## src/rtl/mcseq_pkg.sv

```systemverilog
package mcseq_pkg;

    localparam int OP_W   = 8;
    localparam int OPND_W = 16;
    localparam int STEP_W = 4;

    localparam logic [OP_W-1:0] OPC_PUSH = 8'h40;
    localparam logic [OP_W-1:0] OPC_SHL  = 8'hC1;
    localparam logic [OP_W-1:0] OPC_ADD  = 8'h30;
    localparam logic [OP_W-1:0] OPC_LDW  = 8'h12;
    localparam logic [OP_W-1:0] OPC_STW  = 8'h22;
    localparam logic [OP_W-1:0] OPC_WG0  = 8'hFA;
    localparam logic [OP_W-1:0] OPC_WG1  = 8'hFB;
    localparam logic [OP_W-1:0] OPC_RG0  = 8'hF2;
    localparam logic [OP_W-1:0] OPC_RG1  = 8'hF3;

    // length of the shared address-calculation run
    localparam int CALC_LEN = 5;

    typedef enum logic {
        SEQ_LOAD  = 1'b0,
        SEQ_STORE = 1'b1
    } seq_t;

    typedef struct packed {
        logic [OP_W-1:0]   opc;
        logic [OPND_W-1:0] opnd;
        logic              last;
    } uop_t;

    typedef struct packed {
        logic              busy;
        seq_t              sel;
        logic [STEP_W-1:0] step;
        logic              err;
    } ctl_t;

endpackage

```

## src/rtl/mcseq_decode.sv

```systemverilog
module mcseq_decode
    import mcseq_pkg::*;
#(
    parameter int ENTRY_W     = 8,
    parameter int LOAD_ENTRY  = 1,
    parameter int STORE_ENTRY = 2
) (
    input  logic [ENTRY_W-1:0] entry,
    output logic               known,
    output seq_t               sel
);
    localparam logic [ENTRY_W-1:0] LD_CODE = ENTRY_W'(LOAD_ENTRY);
    localparam logic [ENTRY_W-1:0] ST_CODE = ENTRY_W'(STORE_ENTRY);

    always_comb begin
        known = 1'b0;
        sel   = SEQ_LOAD;
        if (entry == LD_CODE) begin
            known = 1'b1;
            sel   = SEQ_LOAD;
        end else if (entry == ST_CODE) begin
            known = 1'b1;
            sel   = SEQ_STORE;
        end
    end
endmodule

```

## src/rtl/mcseq_rom.sv

```systemverilog
module mcseq_rom
    import mcseq_pkg::*;
(
    input  seq_t              sel,
    input  logic [STEP_W-1:0] step,
    output uop_t              uop
);
    localparam int LOAD_LEN  = CALC_LEN + 1;
    localparam int STORE_LEN = CALC_LEN + 5;

    // address calculation: push 2, shl, push 4, add, add
    function automatic uop_t calc_step(input int k);
        uop_t u;
        u = '0;
        case (k)
            0: begin u.opc = OPC_PUSH; u.opnd = OPND_W'(2); end
            1: u.opc = OPC_SHL;
            2: begin u.opc = OPC_PUSH; u.opnd = OPND_W'(4); end
            default: u.opc = OPC_ADD;
        endcase
        return u;
    endfunction

    uop_t ld_uop;
    uop_t st_uop;

    always_comb begin
        ld_uop = '0;
        if (int'(step) < CALC_LEN) begin
            ld_uop = calc_step(int'(step));
        end else begin
            ld_uop.opc  = OPC_LDW;
            ld_uop.last = 1'b1;
        end
    end

    always_comb begin
        st_uop = '0;
        if (step == '0) begin
            st_uop.opc = OPC_WG0;
        end else if (int'(step) <= CALC_LEN) begin
            st_uop = calc_step(int'(step) - 1);
        end else if (int'(step) == CALC_LEN + 1) begin
            st_uop.opc = OPC_WG1;
        end else if (int'(step) == CALC_LEN + 2) begin
            st_uop.opc = OPC_RG0;
        end else if (int'(step) == CALC_LEN + 3) begin
            st_uop.opc = OPC_RG1;
        end else begin
            st_uop.opc  = OPC_STW;
            st_uop.last = 1'b1;
        end
    end

    assign uop = (sel == SEQ_STORE) ? st_uop : ld_uop;

    always_comb begin
        if (uop.last) begin
            assert_last_final_R7: assert (uop.opc == OPC_LDW || uop.opc == OPC_STW);
        end
    end

    initial begin
        assert_len_fit_R4: assert (STORE_LEN <= (1 << STEP_W) && LOAD_LEN < STORE_LEN);
    end
endmodule

```

## src/rtl/mcseq_top.sv

```systemverilog
module mcseq_top
    import mcseq_pkg::*;
#(
    parameter int ENTRY_W     = 8,
    parameter int LOAD_ENTRY  = 1,
    parameter int STORE_ENTRY = 2
) (
    input  logic               clk,
    input  logic               rst_n,
    input  logic               req_valid,
    input  logic [ENTRY_W-1:0] req_entry,
    output logic               bc_ready,
    output logic               exe_valid,
    output logic [OP_W-1:0]    exe_opcode,
    output logic [OPND_W-1:0]  exe_operand,
    output logic               exe_last,
    input  logic               exe_ready,
    output logic               req_err
);
    ctl_t ctl_d, ctl_q;
    logic entry_known;
    seq_t entry_sel;
    uop_t cur_uop;

    mcseq_decode #(
        .ENTRY_W    (ENTRY_W),
        .LOAD_ENTRY (LOAD_ENTRY),
        .STORE_ENTRY(STORE_ENTRY)
    ) i_decode (
        .entry(req_entry),
        .known(entry_known),
        .sel  (entry_sel)
    );

    mcseq_rom i_rom (
        .sel (ctl_q.sel),
        .step(ctl_q.step),
        .uop (cur_uop)
    );

    always_comb begin
        ctl_d     = ctl_q;
        ctl_d.err = 1'b0;
        if (!ctl_q.busy) begin
            if (req_valid) begin
                if (entry_known) begin
                    ctl_d.busy = 1'b1;
                    ctl_d.sel  = entry_sel;
                    ctl_d.step = '0;
                end else begin
                    ctl_d.err = 1'b1;
                end
            end
        end else if (exe_ready) begin
            if (cur_uop.last) begin
                ctl_d.busy = 1'b0;
                ctl_d.step = '0;
            end else begin
                ctl_d.step = ctl_q.step + 1'b1;
            end
        end
    end

    always_ff @(posedge clk) begin
        if (!rst_n) begin
            ctl_q <= '0;
        end else begin
            ctl_q <= ctl_d;
        end
    end

    assign bc_ready    = !ctl_q.busy;
    assign exe_valid   = ctl_q.busy;
    assign exe_opcode  = ctl_q.busy ? cur_uop.opc  : '0;
    assign exe_operand = ctl_q.busy ? cur_uop.opnd : '0;
    assign exe_last    = ctl_q.busy & cur_uop.last;
    assign req_err     = ctl_q.err;

    assert_hold_stall_R6: assert property (@(posedge clk) disable iff (!rst_n)
        exe_valid && !exe_ready |=> exe_valid && $stable(exe_opcode)
                                    && $stable(exe_operand) && $stable(exe_last));

    assert_operand_zero_R5: assert property (@(posedge clk) disable iff (!rst_n)
        exe_valid && exe_opcode != OPC_PUSH |-> exe_operand == '0);

    assert_input_closed_R2: assert property (@(posedge clk) disable iff (!rst_n)
        exe_valid |-> !bc_ready);

    assert_release_R7: assert property (@(posedge clk) disable iff (!rst_n)
        exe_valid && exe_ready && exe_last |=> bc_ready && !exe_valid);

    assert_err_cause_R8: assert property (@(posedge clk) disable iff (!rst_n)
        req_valid && bc_ready && !entry_known |=> req_err && !exe_valid);

    assert_busy_no_err_R9: assert property (@(posedge clk) disable iff (!rst_n)
        !bc_ready |=> !req_err);
endmodule

```

## config.mk

```make
export PLATFORM = sky130hd
export DESIGN_NAME = mcseq_top
export DESIGN_NICKNAME = d
export VERILOG_FILES = /design/src/rtl/mcseq_pkg.sv /design/src/rtl/mcseq_decode.sv /design/src/rtl/mcseq_rom.sv /design/src/rtl/mcseq_top.sv
export SDC_FILE = /design/constraint.sdc
export NUM_CORES = 1
export LEC_CHECK = 0
export ABC_AREA = 1
export CORE_MARGIN = 2
export CORE_UTILIZATION = 35
export CTS_BUF_LIST = sky130_fd_sc_hd__clkbuf_8
export DETAILED_ROUTE_END_ITERATION = 8
export PLACE_DENSITY = 0.67
export SETUP_SLACK_MARGIN = 0.02
export SLEW_MARGIN = 25
export SYNTH_ARGS = -nofsm -noshare
export SYNTH_HDL_FRONTEND = slang
export SYNTH_HIERARCHICAL = 1
export SYNTH_SLANG_ARGS = --single-unit
```

## constraint.sdc

```tcl
create_clock -name clk -period 1.85 [get_ports clk]
set_input_delay 0.37 -clock clk [delete_from_list [all_inputs] [get_ports clk]]
set_output_delay 0.37 -clock clk [all_outputs]
set_load 0.02 [all_outputs]
```

Word level (Yosys, flattened, before mapping) --
Cells that the tools add are included.
Cells by class: add/sub/neg operators 2, multiplexer cells 33, bitwise logic cells 4, equality and inequality tests 10, reduce and logical (&&, ||, !) cells 10, $lt $le $gt $ge 2
Operator list (number):
- two-way mux 8 bit | 7
- equality test 32 x 1 -> 1 bit (second input constant) | 1
- equality test 32 x 2 -> 1 bit (second input constant) | 1
- zero test 32 bit | 1
- case mux 8 bit (2 select lines) | 2
- two-way mux 25 bit | 1
- two-way mux 17 bit | 1
- two-way mux 16 bit | 1
- equality test 4 bit (second input constant) | 3
- two-way mux 1 bit | 12
- two-way mux 4 bit | 3
- case mux 3 bit (2 select lines) | 2
- equality test 8 x 1 -> 1 bit (second input constant) | 1
- equality test 8 x 2 -> 1 bit (second input constant) | 1
- two-way mux 7 bit | 1
- two-way mux 3 bit | 2
- two-way mux 6 bit | 1
- AND reduction 3 bit | 2
- subtractor 4 x 1 -> 5 bit (second input constant) | 1
- adder 4 x 1 -> 4 bit (second input constant) | 1
- equality test 4 x 1 -> 1 bit (second input constant) | 1
- equality test 4 x 2 -> 1 bit (second input constant) | 1
- less-or-equal comparator 4 x 3 -> 1 bit (second input constant) | 1
- zero test 4 bit | 1
- 8 further kinds | 12
Storage, ports and cells: bits of input ports 12, logic and storage cells 65, register bits 7

Logic depth before layout (Yosys ltp) --
word-level depth 10, gate-level depth with buffers 10, mapped depth without buffers 9

Hierarchy --
Netlist, hierarchy kept.
By module, submodules not included:
- mcseq_top | instances 1, sequential area each 140.1 um^2, area each 538.0 um^2, cells each 96
- mcseq_rom | instances 1, sequential area each 0.0 um^2, area each 396.6 um^2, cells each 76
- mcseq_decode | instances 1, sequential area each 0.0 um^2, area each 40.0 um^2, cells each 9

Worst setup path before layout --
OpenSTA, ideal clock, no wires.
kind register to output, start point reg ctl_q[1] (netlist bit), end point out exe_opcode[7], data arrival time 1.070 ns, stages on the path, launching flop included 9, path buffers 0, slack 0.410 ns, required time 1.480 ns, cell sequence dfxtp_1 -> inv_2 -> nor2_2 -> nand3_1 -> nand2_1 -> inv_2 -> nand2_1 -> nand2_1 -> inv_1
RTL lines:
- from (decl) | RTL line mcseq_top.sv:20 | ctl_t ctl_d, ctl_q;
- from (signal assigned) | RTL line mcseq_top.sv:68 | ctl_q <= ctl_d;
- to (decl) | RTL line mcseq_top.sv:14 | output logic [OP_W-1:0] exe_opcode,

Worst setup path after layout --
start point reg ctl_q, in the netlist exe_valid, end point out bc_ready
On the way: longest elaborated chain between the ends 1
Ends and longest elaborated chain:
- zero test 1 bit | RTL line mcseq_top.sv:72 | assign bc_ready = !ctl_q.busy;
- to (decl) | RTL line mcseq_top.sv:12 | output logic bc_ready,
Every way passes these cells.

==> impl_table.tex <==
\begin{tabular}{lr}
\hline
Metric & Value \\
\hline
\multicolumn{2}{l}{\textbf{Timing}} \\
\quad Min Hold Slack & 0.581 ns \\
\quad Crit share post-route & 0.950 \\
\quad Min Clock Period, post-route & around 1.8 ns \\
\quad Unrepaired setup endpoints after global routing & no \\
\quad Number of endpoints failing setup at the final stage & 0 \\
\quad Fmax achieved & 569 MHz \\
\quad Clock skew after layout & 0.00213 ns \\
\quad Total count of max-transition violations in the final report & 0 \\
\quad Number of endpoints with negative hold slack in the final report & 0 \\
\multicolumn{2}{l}{\textbf{Placed design}} \\
\quad RD Place Congestion & 0.904 \\
\quad Number of port buffers & 24 \\
\quad Placed instance area & roughly 1200 um\^{}2 \\
\quad DP Wirelength & 1.52 mm \\
\multicolumn{2}{l}{\textbf{Logic synthesis}} \\
\quad Sequential element share of the synthesized area & 0.144 \\
\quad FF+latch count, synth & 7 \\
\quad Library cell occupying the most area in the post-synthesis netlist & sky130\_fd\_sc\_hd\_\_nand2\_1 \\
\quad Syn avg cell area & 5.39 um\^{}2 \\
\quad Number of distinct standard cells referenced by the synthesized netlist & 22 \\
\quad Syn Std Cell Area & 975 um\^{}2 \\
\quad Share of the synthesized area in the top cell type & 0.231 \\
\quad Largest cells by area after synthesis & sky130\_fd\_sc\_hd\_\_nand2\_1 23\%, sky130\_fd\_sc\_hd\_\_dfxtp\_1 14\%, sky130\_fd\_sc\_hd\_\_inv\_1 14\% \\
\quad Number of instances in the synthesized netlist & 181 \\
\quad Total number of yosys warnings & 6 \\
\multicolumn{2}{l}{\textbf{Power and ir drop}} \\
\quad IR drop worst, VDD & 0.318 mV \\
\quad Static power due to leakage & 0.845 nW \\
\quad Overall power consumption & approximately 410 uW \\
\quad Power per unit of standard cell area & 325 nW/um\^{}2 \\
\multicolumn{2}{l}{\textbf{Global routing}} \\
\quad Maximum number of pins on one net before global-route repair & 14 \\
\quad Number of antenna violations at the first check in global routing & 0 \\
\quad Vias in the first global route & around 840 \\
\quad Wire length of the first global-routing pass & 3.31 mm \\
\quad GRT Overall Usage & 0.127 \\
\quad Total gr overflow & 0 \\
\multicolumn{2}{l}{\textbf{Die}} \\
\quad I/O pin total & 40 \\
\quad Core Rows & 19 \\
\quad Height of the die & around 57 um \\
\quad Core footprint & 2710 um\^{}2 \\
\quad Effective utilization at floorplan & 0.360 \\
\quad Die Area & 3220 um\^{}2 \\
\quad Chip width & 56.8 um \\
\multicolumn{2}{l}{\textbf{Layout}} \\
\quad Share of layout cells above drive strength 1 & 0.203 \\
\quad Footprint of the multi-input gates & 564 um\^{}2 \\
\quad Layout filler cell count & roughly 320 \\
\quad Final cell area excluding filler cells & $\sim$1300 um\^{}2 \\
\quad Area growth, synth to finish & 29.0\% \\
\quad Number of nets in the final layout & between 200 and 250 \\
\quad Leading cell types in the layout, fill and taps excluded & 60 x sky130\_fd\_sc\_hd\_\_nand2\_1, 36 x sky130\_fd\_sc\_hd\_\_inv\_1, 16 x sky130\_fd\_sc\_hd\_\_nand3\_1 \\
\quad Most common cell after layout, fill and taps aside & sky130\_fd\_sc\_hd\_\_nand2\_1 \\
\quad \# diodes & 0 \\
\quad Register area & around 150 um\^{}2 \\
\multicolumn{2}{l}{\textbf{Clocking}} \\
\quad Post-CTS Hold Buffers & 0 \\
\quad Insertion delay of the later-clocked pin in the worst-skew pair & 0.23 ns \\
\quad CTS tree & yes \\
\quad Total clock buffers created by CTS & 3 \\
\quad Buffer type at the clock tree root & sky130\_fd\_sc\_hd\_\_clkbuf\_8 \\
\quad CTS H-tree lvls & 1 \\
\quad Number of sinks on the clock net & 7 \\
\quad Maximum count of clock buffers along a single path & 2 \\
\quad Clock slew at reported path FFs & 0.04 ns \\
\multicolumn{2}{l}{\textbf{Detailed routing}} \\
\quad Via count & 999 \\
\quad Antenna Nets Post-Route & 0 \\
\quad Post-detailed-route DRC marker count & 0 \\
\quad Routed wire length per instance & 7.57 um \\
\quad Final wirelength & 1.88 mm \\
\quad Number of violations reported at the end of detailed-routing iteration 0 & 30 \\
\quad Detailed-route vias per instance & approximately 4.0 \\
\quad Detailed Routing Iterations Pass 1 & 4 \\
\multicolumn{2}{l}{\textbf{Setup path}} \\
\quad Worst Reg-to-Reg Cells & 10 \\
\quad Critical path capture point type & output port \\
\quad Critical Path Source Type & register \\
\quad Required time worst endpoint & 1.48 ns \\
\quad Data arrival time of the worst path & around 1.4 ns \\
\quad Largest driver fanout on the critical path & 8 \\
\quad WS Path Type & reg2out \\
\multicolumn{2}{l}{\textbf{Worst hold path}} \\
\quad Worst hold path class & reg2reg \\
\quad Worst Hold Path Cells & 2 \\
\multicolumn{2}{l}{\textbf{Job}} \\
\quad Max Cap Violations & 0 \\
\multicolumn{2}{l}{\textbf{Outcome}} \\
\quad Run status & completed \\
\hline
\end{tabular}
[metal layers]
layer | track usage | wire, um | vias up
met2 | 0.218 | 802 | 37
met3 | 0.0138 | 107 | 5
met5 | 0 | 0 | -
li1 | - | - | 577
met1 | 0.150 | 916 | 380
met4 | 0.0797 | 51 | 0
[worst max-delay path: stages, from the launching register on]
cell and delay (ns):
sky130_fd_sc_hd__dfxtp_1 0.30, sky130_fd_sc_hd__buf_4 0.16, sky130_fd_sc_hd__inv_2 0.09, sky130_fd_sc_hd__clkdlybuf4s50_1 0.61
[synth_stat cells]
library cell / count
sky130_fd_sc_hd__a21oi_1: 9
sky130_fd_sc_hd__buf_4: 17
sky130_fd_sc_hd__buf_6: 3
sky130_fd_sc_hd__conb_1: 1
sky130_fd_sc_hd__dfxtp_1: 7
sky130_fd_sc_hd__ha_1: 1
sky130_fd_sc_hd__inv_1: 36
sky130_fd_sc_hd__inv_2: 7
sky130_fd_sc_hd__nand2_1: 60
sky130_fd_sc_hd__nand2_2: 1
sky130_fd_sc_hd__nand2_4: 1
sky130_fd_sc_hd__nand3_1: 16
sky130_fd_sc_hd__nand3_2: 1
sky130_fd_sc_hd__nand4_1: 2
sky130_fd_sc_hd__nor2_1: 9
sky130_fd_sc_hd__nor2_2: 1
sky130_fd_sc_hd__nor2_4: 2
sky130_fd_sc_hd__nor3_1: 1
sky130_fd_sc_hd__o21ai_0: 1
sky130_fd_sc_hd__o21ai_1: 3
sky130_fd_sc_hd__xnor2_1: 1
sky130_fd_sc_hd__xor2_1: 1
[through the flow]
step                      setup slack, ns  std cells  setup TNS [ns]   util
after global routing               0.0339        248               0  0.464
final                              0.0923        248               0  0.464
after CTS                          0.0329        247               0  0.476
after floorplan                     0.410        195               0      -
after global placement             -0.184        243           -1.08  0.458
after detailed placement           -0.163        243           -1.05  0.458
[power by group]
| part | internal [mW] | switching (mW) |
|---|---|---|
| clock | 0.144 | 0.0677 |
| sequential | 0.151 | 0.000458 |
| combinational | 0.0272 | 0.0185 |
[logic make-up (layout without fill, tap and decap cells)]
kind of cell,count (synthesis),count (layout),synth area share
buffers and inverters,63,85,0.331
other,1,15,0.00385
AND/OR/NAND/NOR,94,94,0.424
adder cells (fa/ha/maj),1,1,0.0128
XOR/XNOR,2,2,0.0180
AO/OA/AOI/OAI,13,13,0.0667
flip-flops,7,7,0.144
[timing repair]
action | in CTS | in global routing
buffers inserted | 0 | 1
endpoints found under the setup margin | 10 | 10
pin swaps | 1 | 1
resized for setup | 21 | 14
[state kept, by name, summed over array words and instances (netlist names)]
| signal | flops |
|---|---|
| exe_valid | 1 |
| ctl_q | 5 |
| req_err | 1 |
[area by class of cell]
type / instances / area share
Inverter: 43 / 0.128
Multi-Input combinational cell: 125 / 0.449
Timing Repair Buffer: 38 / 0.239
Sequential cell: 7 / 0.117
Clock buffer: 3 / 0.0328
Clock inverter: 1 / 0.00299
Tap cell: 31 / 0.0308
[final timing paths]
path | startpoint | endpoint | slack (ns)
max | exe_valid | bc_ready | 0.09
min | exe_valid | req_err | 0.58
max reg2reg | ctl_q[2] | ctl_q[4] | 0.46
min reg2reg | exe_valid | req_err | 0.58
Note: power is estimated with default switching activity, not from simulation.
